## config.mk

```make
export PLATFORM = sky130hd
export DESIGN_NAME = rc_trim_cal
export DESIGN_NICKNAME = d
export VERILOG_FILES = /design/src/rtl/rct_pkg.sv /design/src/rtl/rct_trim_reg.sv /design/src/rtl/rct_sar_step.sv /design/src/rtl/rct_seq.sv /design/src/rtl/rc_trim_cal.sv
export SDC_FILE = /design/constraint.sdc
export NUM_CORES = 1
export LEC_CHECK = 0
export CAP_MARGIN = 30
export CORE_ASPECT_RATIO = 1.2
export CORE_MARGIN = 8
export CORE_UTILIZATION = 31
export CTS_CLUSTER_SIZE = 10
export DETAILED_ROUTE_END_ITERATION = 6
export HOLD_SLACK_MARGIN = 0.02
export MAX_ROUTING_LAYER = met4
export SYNTH_ARGS = -nofsm -noshare
export SYNTH_HDL_FRONTEND = slang
export SYNTH_SLANG_ARGS = --single-unit
```

## constraint.sdc

```tcl
create_clock -name clk -period 1.7 [get_ports clk]
set_input_delay 0.34 -clock clk [delete_from_list [all_inputs] [get_ports clk]]
set_output_delay 0.34 -clock clk [all_outputs]
set_load 0.02 [all_outputs]
```

## src/rtl/rct_pkg.sv

```systemverilog
package rct_pkg;

    // Sequencer phases of a calibration search
    typedef enum logic [1:0] {
        ST_IDLE  = 2'd0,   // no search; code holds
        ST_TRIAL = 2'd1,   // trial code just applied, window requested
        ST_WAIT  = 2'd2    // waiting for the counter's result pulse
    } seq_state_e;

    // Acceptance strobes that the sequencer hands to the datapath
    typedef struct packed {
        logic start_acc;   // start taken: load mid-scale code
        logic step_acc;    // result taken: load decided code
    } seq_strobe_t;

endpackage

```

## src/rtl/rct_trim_reg.sv

```systemverilog
module rct_trim_reg #(
    parameter int TRIM_W = 8
) (
    input  logic              clk,
    input  logic              rst,
    input  logic              wr_en_i,
    input  logic [TRIM_W-1:0] wr_data_i,
    input  logic              ld_en_i,
    input  logic [TRIM_W-1:0] ld_data_i,
    output logic [TRIM_W-1:0] trim_o
);
    localparam logic [TRIM_W-1:0] SLOWEST = '1;

    logic [TRIM_W-1:0] trim_q;

    // A write from the bus wins over a load from the engine
    always_ff @(posedge clk) begin
        if (rst)          trim_q <= SLOWEST;
        else if (wr_en_i) trim_q <= wr_data_i;
        else if (ld_en_i) trim_q <= ld_data_i;
    end

    assign trim_o = trim_q;
endmodule

```

## src/rtl/rct_sar_step.sv

```systemverilog
module rct_sar_step #(
    parameter int TRIM_W = 8
) (
    input  logic [TRIM_W-1:0] code_i,
    input  logic [TRIM_W-1:0] mask_i,   // one-hot: bit under test
    input  logic              fast_i,   // 1: too fast, keep the bit (slower)
    output logic [TRIM_W-1:0] next_code_o
);
    for (genvar i = 0; i < TRIM_W; i++) begin : g_bit
        logic kept;
        assign kept = mask_i[i] ? (code_i[i] & fast_i) : code_i[i];
        if (i == TRIM_W - 1) begin : g_top
            assign next_code_o[i] = kept;
        end else begin : g_low
            // the bit under the one just decided becomes the next trial
            assign next_code_o[i] = kept | mask_i[i+1];
        end
    end
endmodule

```

## src/rtl/rct_seq.sv

```systemverilog
module rct_seq
    import rct_pkg::*;
#(
    parameter int TRIM_W = 8
) (
    input  logic              clk,
    input  logic              rst,
    input  logic              start_i,
    input  logic              wr_en_i,
    input  logic              meas_done_i,
    output seq_strobe_t       strobe_o,
    output logic [TRIM_W-1:0] mask_o,
    output logic              busy_o,
    output logic              done_o,
    output logic              meas_start_o
);
    localparam logic [TRIM_W-1:0] TOP_MASK = {1'b1, {(TRIM_W-1){1'b0}}};

    seq_state_e        state_q;
    logic [TRIM_W-1:0] mask_q;
    logic              done_q;

    assign strobe_o.start_acc = start_i && (state_q == ST_IDLE) && !wr_en_i;
    assign strobe_o.step_acc  = meas_done_i && (state_q == ST_WAIT) && !wr_en_i;

    always_ff @(posedge clk) begin
        if (rst || wr_en_i) begin
            state_q <= ST_IDLE;
            mask_q  <= '0;
            done_q  <= 1'b0;
        end else begin
            case (state_q)
                ST_IDLE: begin
                    if (start_i) begin
                        state_q <= ST_TRIAL;
                        mask_q  <= TOP_MASK;
                        done_q  <= 1'b0;
                    end
                end
                ST_TRIAL: state_q <= ST_WAIT;
                ST_WAIT: begin
                    if (meas_done_i) begin
                        if (mask_q[0]) begin
                            state_q <= ST_IDLE;
                            mask_q  <= '0;
                            done_q  <= 1'b1;
                        end else begin
                            state_q <= ST_TRIAL;
                            mask_q  <= mask_q >> 1;
                        end
                    end
                end
                default: state_q <= ST_IDLE;
            endcase
        end
    end

    assign mask_o       = mask_q;
    assign busy_o       = (state_q != ST_IDLE);
    assign done_o       = done_q;
    assign meas_start_o = (state_q == ST_TRIAL);
endmodule

```

## src/rtl/rc_trim_cal.sv

```systemverilog
module rc_trim_cal
    import rct_pkg::*;
#(
    parameter int TRIM_W = 8
) (
    input  logic              clk,
    input  logic              rst,
    input  logic              start_i,
    input  logic              wr_en_i,
    input  logic [TRIM_W-1:0] wr_data_i,
    input  logic              meas_done_i,
    input  logic              meas_fast_i,
    output logic [TRIM_W-1:0] trim_o,
    output logic              busy_o,
    output logic              done_o,
    output logic              meas_start_o
);
    localparam logic [TRIM_W-1:0] MID_CODE = {1'b1, {(TRIM_W-1){1'b0}}};

    seq_strobe_t       strobe;
    logic [TRIM_W-1:0] mask;
    logic [TRIM_W-1:0] next_code;
    logic [TRIM_W-1:0] ld_data;
    logic              ld_en;

    rct_seq #(.TRIM_W(TRIM_W)) u_seq (
        .clk          (clk),
        .rst          (rst),
        .start_i      (start_i),
        .wr_en_i      (wr_en_i),
        .meas_done_i  (meas_done_i),
        .strobe_o     (strobe),
        .mask_o       (mask),
        .busy_o       (busy_o),
        .done_o       (done_o),
        .meas_start_o (meas_start_o)
    );

    rct_sar_step #(.TRIM_W(TRIM_W)) u_step (
        .code_i      (trim_o),
        .mask_i      (mask),
        .fast_i      (meas_fast_i),
        .next_code_o (next_code)
    );

    assign ld_en   = strobe.start_acc | strobe.step_acc;
    assign ld_data = strobe.start_acc ? MID_CODE : next_code;

    rct_trim_reg #(.TRIM_W(TRIM_W)) u_reg (
        .clk       (clk),
        .rst       (rst),
        .wr_en_i   (wr_en_i),
        .wr_data_i (wr_data_i),
        .ld_en_i   (ld_en),
        .ld_data_i (ld_data),
        .trim_o    (trim_o)
    );
endmodule

```

* Word level (Yosys, flattened, before mapping)
Cells that the tools add are included.
** Word-level totals
- Flip-flop bits (word level) :: 19
- Input port bits :: 14
** Cells by class
- Equality and inequality tests :: 5
- Muxes and demuxes :: 23
- Bitwise operators :: 16
- Reduce and logical (&&, ||, !) cells :: 15
** Operator list (count)
- $mux W8 :: 5
- $pmux W8 S2 :: 1
- $mux W1 :: 12
- $and A1 B1 Y1 :: 8
- $or A1 B1 Y1 :: 8
- $mux W7 :: 1
- $pmux W2 S3 :: 1
- $reduce_bool A2 Y1 :: 3
- $logic_and A1 B1 Y1 :: 4
- $mux W2 :: 2
- $ne A2 B2 Y1 const B :: 2
- $reduce_and A2 Y1 :: 2
- $reduce_and A4 Y1 :: 1
- $reduce_and A3 Y1 :: 1
- $reduce_bool A3 Y1 :: 1
- $eq A2 B1 Y1 const B :: 1
- $eq A2 B2 Y1 const B :: 1
- $logic_not A2 Y1 :: 1
- $ne A2 B1 Y1 const B :: 1
- $pmux W1 S2 :: 1
- $logic_not A1 Y1 :: 1
- $logic_or A1 B1 Y1 :: 1

* Logic depth before layout (Yosys ltp)
- Depth after elaboration :: 6
- Gate-level depth with buffers :: 5
- Mapped depth without buffers :: 3

* Modules after synthesis
Synthesis repeated with hierarchy kept, for this count alone.
** Second synthesis, totals
- Cell total of the unflattened synthesis :: 118
- Area total of the unflattened synthesis :: 1048.5 um^2
** Modules (own cells, without submodules)
- rct_seq :: times used 1, cells each 57, area an instance 508.0 um^2, sequential area each 220.2 um^2
- rct_trim_reg :: times used 1, cells each 35, area an instance 369.1 um^2, sequential area each 160.2 um^2
- rct_sar_step :: times used 1, cells each 17, area an instance 115.1 um^2, sequential area each 0.0 um^2
- rc_trim_cal :: times used 1, cells each 9, area an instance 56.3 um^2, sequential area each 0.0 um^2

* Worst setup path before layout
OpenSTA, ideal clock, no wires.
- Kind :: register to output
- From :: register u_seq.state_q[0]
- To :: output meas_start_o
- Data arrival time :: 0.921 ns
- Setup slack :: 0.439 ns
- Cell stages (with the launch flop) :: 3
- Cell sequence :: dfxtp_1 -> clkbuf_1 -> and2b_1
** Between the ends
- Word-level cells in the longest chain between the ends :: 1
** Ends and longest elaborated chain
- start, declared :: line rct_seq.sv:19 : seq_state_e state_q;
- start signal, assigned :: line rct_seq.sv:28 : state_q <= ST_IDLE;
- start signal, assigned :: line rct_seq.sv:35 : state_q <= ST_TRIAL;
- start signal, assigned :: line rct_seq.sv:40 : ST_TRIAL: state_q <= ST_WAIT;
- $eq A2 B1 Y1 :: line rct_seq.sv:61 : assign meas_start_o = (state_q == ST_TRIAL);
- end, declared :: line rc_trim_cal.sv:16 : output logic meas_start_o
No other way between the ends.

* Worst setup path in the final report
- From :: register u_reg.trim_q[4], in the netlist u_reg.trim_o[4]
- To :: output trim_o[4]
** RTL lines
- start, declared :: line rct_trim_reg.sv:14 : logic [TRIM_W-1:0] trim_q;
- start signal, assigned :: line rct_trim_reg.sv:19 : else if (wr_en_i) trim_q <= wr_data_i;
- start signal, assigned :: line rct_trim_reg.sv:20 : else if (ld_en_i) trim_q <= ld_data_i;
- end, declared :: line rc_trim_cal.sv:13 : output logic [TRIM_W-1:0] trim_o,
No word-level cell between the ends.

==> results.txt <==
----------------------------------------------------
[Global routing]
  Pin count of the biggest net entering global routing ... 15
  Aggregate global routing overflow ... 0
  Antenna violations before repair ... 0
  Wire length of the first global-routing pass ... 4.22 mm
  Vias in the first global route ... ~890
  Overall global routing resource usage ... between 10% and 20%

[CTS]
  Clock Tree Buf Depth ... 2
  Later-pin clock latency in the skew report ... slightly below 0.3 ns
  Num CTS Buffers ... 3
  TritonCTS clock tree ... built
  Clock-pin slew reported for the worst setup and hold paths after clock tree synthesis ... ~0.11 ns
  Root buffer cell ... clkbuf_4
  Total clock sinks ... 19
  Depth of the CTS H-tree ... 1

[Place]
  Routability congestion estimate ... 0.718
  Final HPWL DP ... ~1.8 mm
  Number of port buffers ... 24

[Worst setup path]
  Maximum fanout along the worst path ... 3
  Number of cell instances on the worst register-to-register path ... 4
  Kind of capture point of the worst setup path ... output pin
  Critical path's largest stage delay ... between 0.6 and 0.7 ns
  Crit. path cell count ... 1
  Critical path class ... reg -> out
  Top delay family on crit path ... buffers and inverters
  Data required time of the worst path ... 1.36 ns
  Number of buffer and inverter instances along the worst setup path ... 1
  Cells traversed along the worst timing path ... clkdlybuf4s50_1
  Slowest cell on the critical path ... clkdlybuf4s50_1
  Kind of launch point of the worst setup path ... register
  Arrival time at the worst endpoint ... 1.30 ns

[Power]
  Leakage dissipation ... 0.475 nW
  Power density of the placed cells ... between 700 and 800 nW/µm²
  Worst IR Drop VDD ... 0.399 mV
  Total power ... 0.936 mW

[Synthesis]
  Dominant cell by count in the synthesized netlist ... dfxtp_1
  Mux cell area share after synthesis ... 9.38%
  Xor/xnor share of the synthesized area ... 0%
  Combinational family with the most area after synthesis ... compound AO/OA/AOI/OAI gates
  Simple-gate area share of the yosys netlist ... 13.9%
  Number of enable-type register cells in the synthesized netlist ... 0
  FF+latch count, synth ... 19
  Post-synthesis cell type count ... 31
  Most area-consuming cells after synthesis ... dfxtp_1, o31ai_2, mux2i_1
  Number of instances in the synthesized netlist ... 99
  Leading post-synthesis cells by instance count ... dfxtp_1, inv_1, nand2b_1
  Primary flip-flop cell chosen by synthesis mapping ... dfxtp_1
  Post-synthesis sequential area ratio ... 38.5%
  Post-Syn Area ... around 990 µm²
  Cell accounting for the most synthesized area ... dfxtp_1
  Net count of the mapped netlist ... ~110
  Synthesized-area fraction occupied by ao, oa, aoi and oai cells ... a little under a third
  Fraction of registers with async set or reset after synthesis ... 0%
  Adder-cell share of the synthesized area ... 0%
  Syn avg cell area ... around 10 µm²
  Proportion of netlist area held by the largest area contributor ... between 30% and 40%
  Warnings, synthesis ... 0

[Floorplan]
  Overall die width ... around 68 µm
  Standard-cell row count ... 22
  Initial cell density of the core ... between 30% and 40%
  Count of boundary I/O pins ... 25
  Die height ... roughly 80 µm
  Area of the die ... 5250 µm²
  Core region area ... about 3100 µm²

[Finish]
  Layout cells sized above 1 ... 19.1%
  Area delta synth->final ... 34.6%
  Area taken by flip-flops and latches ... roughly 380 µm²
  Net count of the finished layout ... approximately 150
  Utilization of the core after routing ... 43.5%
  Multi-input logic area ... 542 µm²
  Ant. Diodes ... 0
  Number of fill cells ... between 300 and 400

[Run status]
  Outcome ... finished, final reports clean

[Hold path]
  Worst Hold Class ... reg -> reg
  Cells on Worst Hold Path ... 2

[STA]
  Setup-failing EPs final ... 0
  Hold violation count in the final report ... 0
  Hold_ws ... ~0.49 ns
  Unrepaired setup endpoints after global routing ... no
  Tightest slew margin relative to the limit ... 68.4%
  Setup clock skew after layout ... roughly 0.0042 ns
  Highest clock frequency the design can meet ... between 600 and 700 MHz
  Worst-margin pin slew ... between 0.4 and 0.5 ns
  Final number of max-transition violations ... 0
  Tmin final ... 1.64 ns
  Post-route fraction of the period consumed by the critical path ... a little over nine tenths

[Drt]
  DR iter-0 viols ... 24
  Count of unresolved DRC violations after routing ... 0
  Via count of the routed design ... between 800 and 900
  Number of iterations in the first detailed-routing pass ... 4
  Mean number of vias per cell ... between 5 and 6
  Number of antenna-violating nets in the routed design ... 0
  Per-cell routed wire length ... around 15 µm
  Detailed-route wire length ... between 2 and 2.5 mm

[Run]
  MaxCap Viol Count ... 0

----------------------------------------------------
==> metal layers <==
metal,track usage [%],up-vias,routed length [µm]
met2,15.6,21,1190
met1,13.0,387,1160
met4,3.77,0,28
li1,-,434,-
met3,1.72,4,67
met5,-,-,0
==> cell usage in the layout (no fill, tap or decap), drive strengths merged, types with 7 or more instances in the layout <==
cell type | synthesis | final
mux2i | 8 | 8
o31ai | 8 | 8
dfxtp | 19 | 19
o211ai | 7 | 7
inv | 8 | 8
a211oi | 8 | 8
clkdlybuf4s50 | 0 | 22
buf | 3 | 9
nand2b | 8 | 8
o22ai | 7 | 7
==> state kept, by name, summed over array words and instances, names as in the netlist <==
name           cells
u_reg.trim_o       8
u_seq.mask_o       8
u_seq.state_q      2
u_seq.done_o       1
==> final cells by class <==
cell class,instances,area share (%)
Inverter,8,2.26
Timing Repair Buffer,33,23.0
Sequential cell,19,28.6
Tap cell,36,3.39
Multi-Input combinational cell,67,40.8
Clock buffer,4,1.98
==> power by group <==
part           internal (mW)  switching (mW)
Combinational          0.113           0.105
Clock                 0.0913           0.141
Sequential             0.469          0.0173
Total                  0.674           0.263
==> through the flow <==
stage          area, µm²  TNS (ns)  instances  setup WS (ns)
2_1_floorplan        987         0         99          0.439
6_report            1330         0        167         0.0617
3_5_place_dp        1310   -0.0519        163        -0.0194
3_3_place_gp        1310         0        163         0.0332
4_1_cts             1330         0        167         0.0426
5_1_grt             1330         0        167         0.0174
==> final timing paths <==
path / from / to / slack (ns)
max: u_reg.trim_o[4]$_SDFFE_PP1P_ / trim_o[4] / 0.06
max reg2reg: u_seq.state_q[1]$_SDFFE_PP0P_ / u_seq.mask_o[5]$_SDFFE_PP0P_ / 0.30
min: u_reg.trim_o[7]$_SDFFE_PP1P_ / u_reg.trim_o[7]$_SDFFE_PP1P_ / 0.49
min reg2reg: u_reg.trim_o[7]$_SDFFE_PP1P_ / u_reg.trim_o[7]$_SDFFE_PP1P_ / 0.49
==> cells by family after synthesis <==
kind of cell,Yosys count
mux,8
flops,19
simple gates,22
buf+inv,13
compound gates,37
==> what timing repair did <==
item / 4_1_cts / 5_1_grt
buffers inserted: 0 / 0
resized for setup: 2 / 0
setup endpoints to repair: 2 / 0
hold buffers: 0 / 0
==> worst min-delay path, stage by stage (launching register included) <==
cell and delay (ns):
dfxtp_1 0.33, o31ai_1 0.06, a22oi_1 0.06
Power figures use the tool's default switching activity.
